$ cat src/rtl/pwm_frac_pkg.sv
package pwm_frac_pkg;
  parameter int unsigned TIMER_W_DEF = 8;
  parameter int unsigned FINE_W_DEF  = 2;

  typedef enum logic [1:0] {
    DSRC_HOLD   = 2'd0,
    DSRC_DIRECT = 2'd1,
    DSRC_STEP   = 2'd2
  } duty_src_e;
endpackage

$ cat src/rtl/pwm_frac_regs.sv
module pwm_frac_regs
  import pwm_frac_pkg::*;
#(
  parameter int unsigned TW = TIMER_W_DEF,
  parameter int unsigned FW = FINE_W_DEF,
  localparam int unsigned DW = TW + FW
) (
  input  logic          clk,
  input  logic          rst_n,
  input  logic          per_wr,
  input  logic [TW-1:0] per_data,
  input  logic          duty_wr,
  input  logic [TW-1:0] duty_coarse,
  input  logic [FW-1:0] duty_fine,
  input  logic          step_wr,
  input  logic [TW-1:0] step_data,
  input  logic          load,
  output logic [TW-1:0] per_act,
  output logic [DW-1:0] duty_act
);
  logic [TW-1:0] per_sh_q, per_sh_d, per_act_q, per_act_d;
  logic [DW-1:0] duty_sh_q, duty_sh_d, duty_act_q, duty_act_d;
  logic [DW-1:0] step_map;
  duty_src_e     src;

  // step byte: upper bits to coarse, LSB to top fine bit, rest zero
  assign step_map = DW'(step_data) << (FW - 1);

  always_comb begin
    if (duty_wr)      src = DSRC_DIRECT;
    else if (step_wr) src = DSRC_STEP;
    else              src = DSRC_HOLD;
  end

  always_comb begin
    per_sh_d = per_wr ? per_data : per_sh_q;
    unique case (src)
      DSRC_DIRECT: duty_sh_d = {duty_coarse, duty_fine};
      DSRC_STEP:   duty_sh_d = step_map;
      default:     duty_sh_d = duty_sh_q;
    endcase
    per_act_d  = load ? per_sh_q  : per_act_q;
    duty_act_d = load ? duty_sh_q : duty_act_q;
  end

  always_ff @(posedge clk or negedge rst_n) begin
    if (!rst_n) begin
      per_sh_q   <= '1;
      per_act_q  <= '1;
      duty_sh_q  <= '0;
      duty_act_q <= '0;
    end else begin
      per_sh_q   <= per_sh_d;
      per_act_q  <= per_act_d;
      duty_sh_q  <= duty_sh_d;
      duty_act_q <= duty_act_d;
    end
  end

  assign per_act  = per_act_q;
  assign duty_act = duty_act_q;
endmodule

$ cat src/rtl/pwm_frac_count.sv
module pwm_frac_count
  import pwm_frac_pkg::*;
#(
  parameter int unsigned TW = TIMER_W_DEF,
  parameter int unsigned FW = FINE_W_DEF,
  localparam int unsigned DW = TW + FW
) (
  input  logic          clk,
  input  logic          rst_n,
  input  logic          en,
  input  logic [TW-1:0] per_act,
  output logic [DW-1:0] cnt,
  output logic          run,
  output logic          load
);
  logic [DW-1:0] cnt_q, cnt_d, last;
  logic          run_q, run_d, wrap;

  assign last = {per_act, {FW{1'b1}}};
  assign wrap = run_q && (cnt_q == last);
  assign load = !run_q || wrap;

  always_comb begin
    run_d = en;
    if (!en || !run_q || wrap) cnt_d = '0;
    else                       cnt_d = cnt_q + DW'(1);
  end

  always_ff @(posedge clk or negedge rst_n) begin
    if (!rst_n) begin
      cnt_q <= '0;
      run_q <= 1'b0;
    end else begin
      cnt_q <= cnt_d;
      run_q <= run_d;
    end
  end

  assign cnt = cnt_q;
  assign run = run_q;
endmodule

$ cat src/rtl/pwm_frac_cmp.sv
module pwm_frac_cmp
  import pwm_frac_pkg::*;
#(
  parameter int unsigned TW = TIMER_W_DEF,
  parameter int unsigned FW = FINE_W_DEF,
  localparam int unsigned DW = TW + FW
) (
  input  logic          run,
  input  logic [DW-1:0] cnt,
  input  logic [DW-1:0] duty_act,
  output logic          pwm,
  output logic          period_start
);
  always_comb begin
    pwm          = run && (cnt < duty_act);
    period_start = run && (cnt == '0);
  end
endmodule

$ cat src/rtl/pwm_frac.sv
module pwm_frac
  import pwm_frac_pkg::*;
#(
  parameter int unsigned TW = TIMER_W_DEF,
  parameter int unsigned FW = FINE_W_DEF,
  localparam int unsigned DW = TW + FW
) (
  input  logic          clk_i,
  input  logic          rst_ni,
  input  logic          en_i,
  input  logic          per_wr_i,
  input  logic [TW-1:0] per_data_i,
  input  logic          duty_wr_i,
  input  logic [TW-1:0] duty_coarse_i,
  input  logic [FW-1:0] duty_fine_i,
  input  logic          ustep_wr_i,
  input  logic [TW-1:0] ustep_data_i,
  output logic          pwm_o,
  output logic          period_start_o
);
  logic [1:0]    rst_sync_q;
  logic          rst_sync_n;
  logic [TW-1:0] per_act;
  logic [DW-1:0] duty_act, cnt;
  logic          run, load;

  always_ff @(posedge clk_i or negedge rst_ni) begin
    if (!rst_ni) rst_sync_q <= 2'b00;
    else         rst_sync_q <= {rst_sync_q[0], 1'b1};
  end
  assign rst_sync_n = rst_sync_q[1];

  pwm_frac_regs #(.TW(TW), .FW(FW)) u_regs (
    .clk(clk_i), .rst_n(rst_sync_n),
    .per_wr(per_wr_i), .per_data(per_data_i),
    .duty_wr(duty_wr_i), .duty_coarse(duty_coarse_i), .duty_fine(duty_fine_i),
    .step_wr(ustep_wr_i), .step_data(ustep_data_i),
    .load(load), .per_act(per_act), .duty_act(duty_act)
  );

  pwm_frac_count #(.TW(TW), .FW(FW)) u_count (
    .clk(clk_i), .rst_n(rst_sync_n), .en(en_i),
    .per_act(per_act), .cnt(cnt), .run(run), .load(load)
  );

  pwm_frac_cmp #(.TW(TW), .FW(FW)) u_cmp (
    .run(run), .cnt(cnt), .duty_act(duty_act),
    .pwm(pwm_o), .period_start(period_start_o)
  );
endmodule

$ cat config.mk
export PLATFORM = sky130hd
export DESIGN_NAME = pwm_frac
export DESIGN_NICKNAME = d
export VERILOG_FILES = /design/src/rtl/pwm_frac_pkg.sv /design/src/rtl/pwm_frac_regs.sv /design/src/rtl/pwm_frac_count.sv /design/src/rtl/pwm_frac_cmp.sv /design/src/rtl/pwm_frac.sv
export SDC_FILE = /design/constraint.sdc
export NUM_CORES = 1
export LEC_CHECK = 0
export ABC_CLOCK_PERIOD_IN_PS = 2000
export BUFFER_PORTS_ARGS = -buffer_cell sky130_fd_sc_hd__buf_4
export CAP_MARGIN = 10
export CORE_ASPECT_RATIO = 0.6
export CORE_MARGIN = 2
export CORE_UTILIZATION = 55
export DETAILED_ROUTE_END_ITERATION = 10
export GPL_ROUTABILITY_DRIVEN = 0
export HOLD_SLACK_MARGIN = 0.1
export PLACE_DENSITY = 0.77
export SYNTH_ARGS = -nofsm -noshare
export SYNTH_HDL_FRONTEND = slang
export SYNTH_SLANG_ARGS = --single-unit
$ cat constraint.sdc
create_clock -name clk_i -period 2 [get_ports clk_i]
set_input_delay 0.4 -clock clk_i [delete_from_list [all_inputs] [get_ports clk_i]]
set_output_delay 0.4 -clock clk_i [all_outputs]
set_load 0.005 [all_outputs]
==> flow_results.xml <==
<?xml version="1.0" encoding="UTF-8"?>
<metrics>
  <group name="sta">
    <metric name="finalCriticalPeriod" unit="ns">2.18</metric>
    <metric name="hold_viol" unit="">0</metric>
    <metric name="final-max-slew-violation-count" unit="">0</metric>
    <metric name="finalCritPeriodShare" unit="">1.09</metric>
    <metric name="grt_setup_unrepaired" unit="">true</metric>
    <metric name="timing.final.ws_setup" unit="ns">-0.181</metric>
    <metric name="clock-skew-final" unit="ns">0.00914</metric>
    <metric name="timing.setup.tns" unit="ns">-0.181</metric>
    <metric name="setup_viol" unit="">1</metric>
    <metric name="max_clock_freq" unit="MHz">459</metric>
  </group>
  <group name="global_route">
    <metric name="grt_pass1_wl" unit="um">8130</metric>
    <metric name="vias_in_the_first_global_route" unit="">1699</metric>
    <metric name="antenna_found_initial" unit="">0</metric>
    <metric name="grtUsageTotal" unit="">0.218</metric>
    <metric name="grt_remaining_overflow" unit="">0</metric>
    <metric name="pin_count_of_the_biggest_net_entering_global_routing" unit="">30</metric>
  </group>
  <group name="floorplanning">
    <metric name="initial_utilization" unit="">0.580</metric>
    <metric name="die_h" unit="um">55.2</metric>
    <metric name="total_die_area" unit="sq um">4930</metric>
    <metric name="top_level_ports" unit="">34</metric>
    <metric name="core_area" unit="sq um">4140</metric>
    <metric name="fp.dieW" unit="um">89.4</metric>
    <metric name="placement_rows" unit="">18</metric>
  </group>
  <group name="detailed_routing">
    <metric name="detailedRoute.firstPassIterationCount" unit="">4</metric>
    <metric name="vias" unit="">1660</metric>
    <metric name="drtIter0Drc" unit="">94</metric>
    <metric name="route.detailed.vias_per_inst" unit="">5.29</metric>
    <metric name="average_detailed_routed_wire_length_per_instance" unit="um">16.3</metric>
    <metric name="drcViolationCount" unit="">0</metric>
    <metric name="route.final.wire_length" unit="um">5130</metric>
    <metric name="ant_nets" unit="">0</metric>
  </group>
  <group name="yosys">
    <metric name="syn_area" unit="sq um">2400</metric>
    <metric name="synth_top_cells_by_area" unit="">dfrtp_1, dfstp_2, mux2_2, mux2_4, ha_1</metric>
    <metric name="synth_flop_cell" unit="">dfrtp_1</metric>
    <metric name="synth_top_cell_area_share" unit="">0.343</metric>
    <metric name="postSynth.asyncResetShare" unit="">1.00</metric>
    <metric name="yosysWarnings" unit="">0</metric>
    <metric name="yosysSeqAreaShare" unit="">0.518</metric>
    <metric name="synth_largest_area_cell" unit="">dfrtp_1</metric>
    <metric name="yosys_register_bits" unit="">49</metric>
    <metric name="synth.lib_cells_used.distinct" unit="">33</metric>
    <metric name="synth_enable_flop_cells" unit="">0</metric>
    <metric name="synth.net_count" unit="">238</metric>
    <metric name="post_synth_inst_count" unit="">195</metric>
    <metric name="syn-mean-instance-area" unit="sq um">12.3</metric>
  </group>
  <group name="clock_tree">
    <metric name="buffer_type_at_the_clock_tree_root" unit="">clkbuf_8</metric>
    <metric name="cts-buffers-inserted" unit="">5</metric>
    <metric name="tritoncts" unit="">built</metric>
    <metric name="clock_latency_of_the_later_clocked_register_in_the_worst_skew_pair" unit="ns">0.30</metric>
    <metric name="numClockSinks" unit="">49</metric>
    <metric name="cts.path.max_buffers" unit="">2</metric>
    <metric name="clk_pin_slew_worst_paths" unit="ns">0.09</metric>
    <metric name="cts_max_level" unit="">2</metric>
  </group>
  <group name="final_layout">
    <metric name="layout.nets" unit="">296</metric>
    <metric name="antenna_cells_inserted" unit="">0</metric>
    <metric name="post_route_cells_drive_above_1_share" unit="">0.484</metric>
    <metric name="multi_input_area" unit="sq um">1110</metric>
    <metric name="layoutNonFillerInstCount" unit="">314</metric>
    <metric name="fillcell_total" unit="">298</metric>
    <metric name="area_delta_synth_final" unit="%">27.4</metric>
    <metric name="area.sequential" unit="sq um">1250</metric>
  </group>
  <group name="pwr">
    <metric name="worst_ir_drop_vdd" unit="uV">705</metric>
    <metric name="power" unit="mW">2.10</metric>
    <metric name="power_per_unit_of_standard_cell_area" unit="nW/um^2">684</metric>
    <metric name="power.leakage" unit="nW">1.40</metric>
  </group>
  <group name="worst_setup_path">
    <metric name="timing.critical_path.slowest_stage_cell" unit="">dfrtp_1</metric>
    <metric name="req_time_crit_path" unit="ns">1.60</metric>
    <metric name="worst_path_largest_cell_delay" unit="ns">0.45</metric>
    <metric name="critical_path_class" unit="">reg2out</metric>
    <metric name="setup.worst_path.start_class" unit="">flop</metric>
    <metric name="cp_max_fo" unit="">2</metric>
    <metric name="data_arrival_time_at_the_worst_slack_endpoint" unit="ns">1.78</metric>
    <metric name="setup.worst_path.end_class" unit="">output pin</metric>
    <metric name="crit_path_cell_trace" unit="">ha_4 -&gt; nand4_1 -&gt; o311a_1 -&gt; o211a_1 -&gt; buf_6</metric>
  </group>
  <group name="place">
    <metric name="buffer_ports.inserted" unit="">33</metric>
    <metric name="detailed_place_hpwl" unit="um">3480</metric>
    <metric name="dp.cells" unit="">290</metric>
  </group>
  <group name="outcome">
    <metric name="failed_checks" unit="">negative setup slack</metric>
    <metric name="status" unit="">complete, but fails checks</metric>
  </group>
  <group name="flow_run">
    <metric name="cap_viol_max_count" unit="">0</metric>
  </group>
  <group name="worst_hold_path">
    <metric name="hold_path.class" unit="">reg2async</metric>
  </group>
</metrics>
==> synthesized netlist by cell type, types with 3 or more instances <==
| library cell | count |
|---|---|
| dfrtp_1 | 33 |
| dfstp_2 | 16 |
| mux2_2 | 16 |
| inv_1 | 15 |
| nor2_1 | 14 |
| xnor2_1 | 14 |
| ha_1 | 11 |
| nand2_1 | 11 |
| mux2_4 | 10 |
| o21ai_0 | 9 |
| mux2i_1 | 8 |
| clkbuf_1 | 4 |
| nand3_1 | 4 |
| nand4_1 | 4 |
| a21oi_1 | 3 |
==> report_power, final <==
part           internal, mW  total [mW]  leakage (nW)  switching, mW
registers              1.11        1.18         0.578         0.0661
clock network         0.243       0.564        0.0450          0.321
logic                 0.211       0.353         0.782          0.142
==> final timing paths <==
check	startpoint	end	slack, ns	depth (start not counted)
min in group clk_i	en_i	u_count.run	0.22	1
min reg2reg	rst_sync_q[1]	u_regs.duty_act[7]	0.21	0
max in group asynchronous	rst_sync_q[1]	u_regs.per_sh_q[1]	1.21	1
max reg2reg	u_count.cnt[3]	u_regs.duty_act[4]	0.05	6
min	rst_sync_q[1]	u_regs.duty_act[7]	0.21	0
max	u_count.cnt[5]	pwm_o	-0.18	5
==> registers in the layout (all words and copies together), names as in the netlist <==
register          count
rst_sync_q            2
u_count.cnt          10
u_count.run           1
u_regs.duty_act      10
u_regs.duty_sh_q     10
u_regs.per_act        8
u_regs.per_sh_q       8
==> metal layers <==
metal | vias to the layer above | global-route usage | wire (um)
met5 | - | 0 | 0
met1 | 841 | 0.339 | 2480
met3 | 8 | 0.0478 | 192
li1 | 776 | - | -
met2 | 35 | 0.313 | 2400
met4 | 0 | 0.0490 | 51
==> through the flow <==
stage | hold slack (ns) | utilization | setup slack, ns | cell area (sq um)
6_report | 0.212 | 0.739 | -0.181 | 3060
5_1_grt | 0.212 | 0.739 | -0.219 | 3060
4_1_cts | 0.221 | 0.714 | -0.162 | 2960
3_5_place_dp | 0.182 | 0.668 | 0.0875 | 2770
3_3_place_gp | 0.183 | 0.668 | 0.133 | 2770
2_1_floorplan | 0.104 | - | 0.115 | 2400
==> cell families (layout without fill, tap and decap cells) <==
group                      count (synthesis)  after routing  synth area share
buffers and inverters                     23             82            0.0494
and+or+nand+nor                           41             41            0.0822
xor gates and xnor gates                  16             16            0.0583
DFF                                       49             49             0.518
other                                      1              1           0.00156
adders and majority gates                 11             11            0.0572
muxes                                     34             34             0.171
AOI/OAI and AO/OA                         20             20            0.0624
==> repair_timing <==
action | 4_1_cts | 5_1_grt
gates cloned | 0 | 0
resized for setup | 7 | 9
hold endpoints to repair | 2 | 0
pin swaps | 5 | 8
hold buffers | 1 | 0
setup endpoints to repair | 2 | 5
buffers inserted | 10 | 6
==> worst max-delay path, delay by kind of cell, from the launching register on <==
family	cells	cell delay [ns]
AOI/OAI and AO/OA	2	0.51
adders and majority gates	1	0.30
buffers and inverters	1	0.12
DFF	1	0.45
and+or+nand+nor	1	0.10
==> layout by cell type (no fill, tap or decap), types with 3 or more instances in the layout <==
cell type / netlist / final
dfrtp_1: 33 / 28
dfstp_2: 16 / 16
mux2_4: 10 / 10
buf_6: 2 / 3
nor2_1: 14 / 14
o21ai_0: 9 / 9
clkbuf_8: 0 / 5
mux2i_1: 8 / 8
nand2_1: 11 / 11
buf_4: 0 / 53
xnor2_1: 14 / 14
nand4_1: 4 / 4
mux2_2: 16 / 16
inv_1: 15 / 14
dfrtp_2: 0 / 5
ha_1: 11 / 7
ha_4: 0 / 4
nand3_1: 4 / 4
==> final cells by class <==
class	count	area share
Tap cell	60	0.0245
Multi-Input combinational cell	123	0.364
Clock inverter	2	0.00327
Timing Repair Buffer	59	0.157
Sequential cell	49	0.409
Clock buffer	6	0.0237
Inverter	15	0.0184
Note: power is estimated with default switching activity, not from simulation.
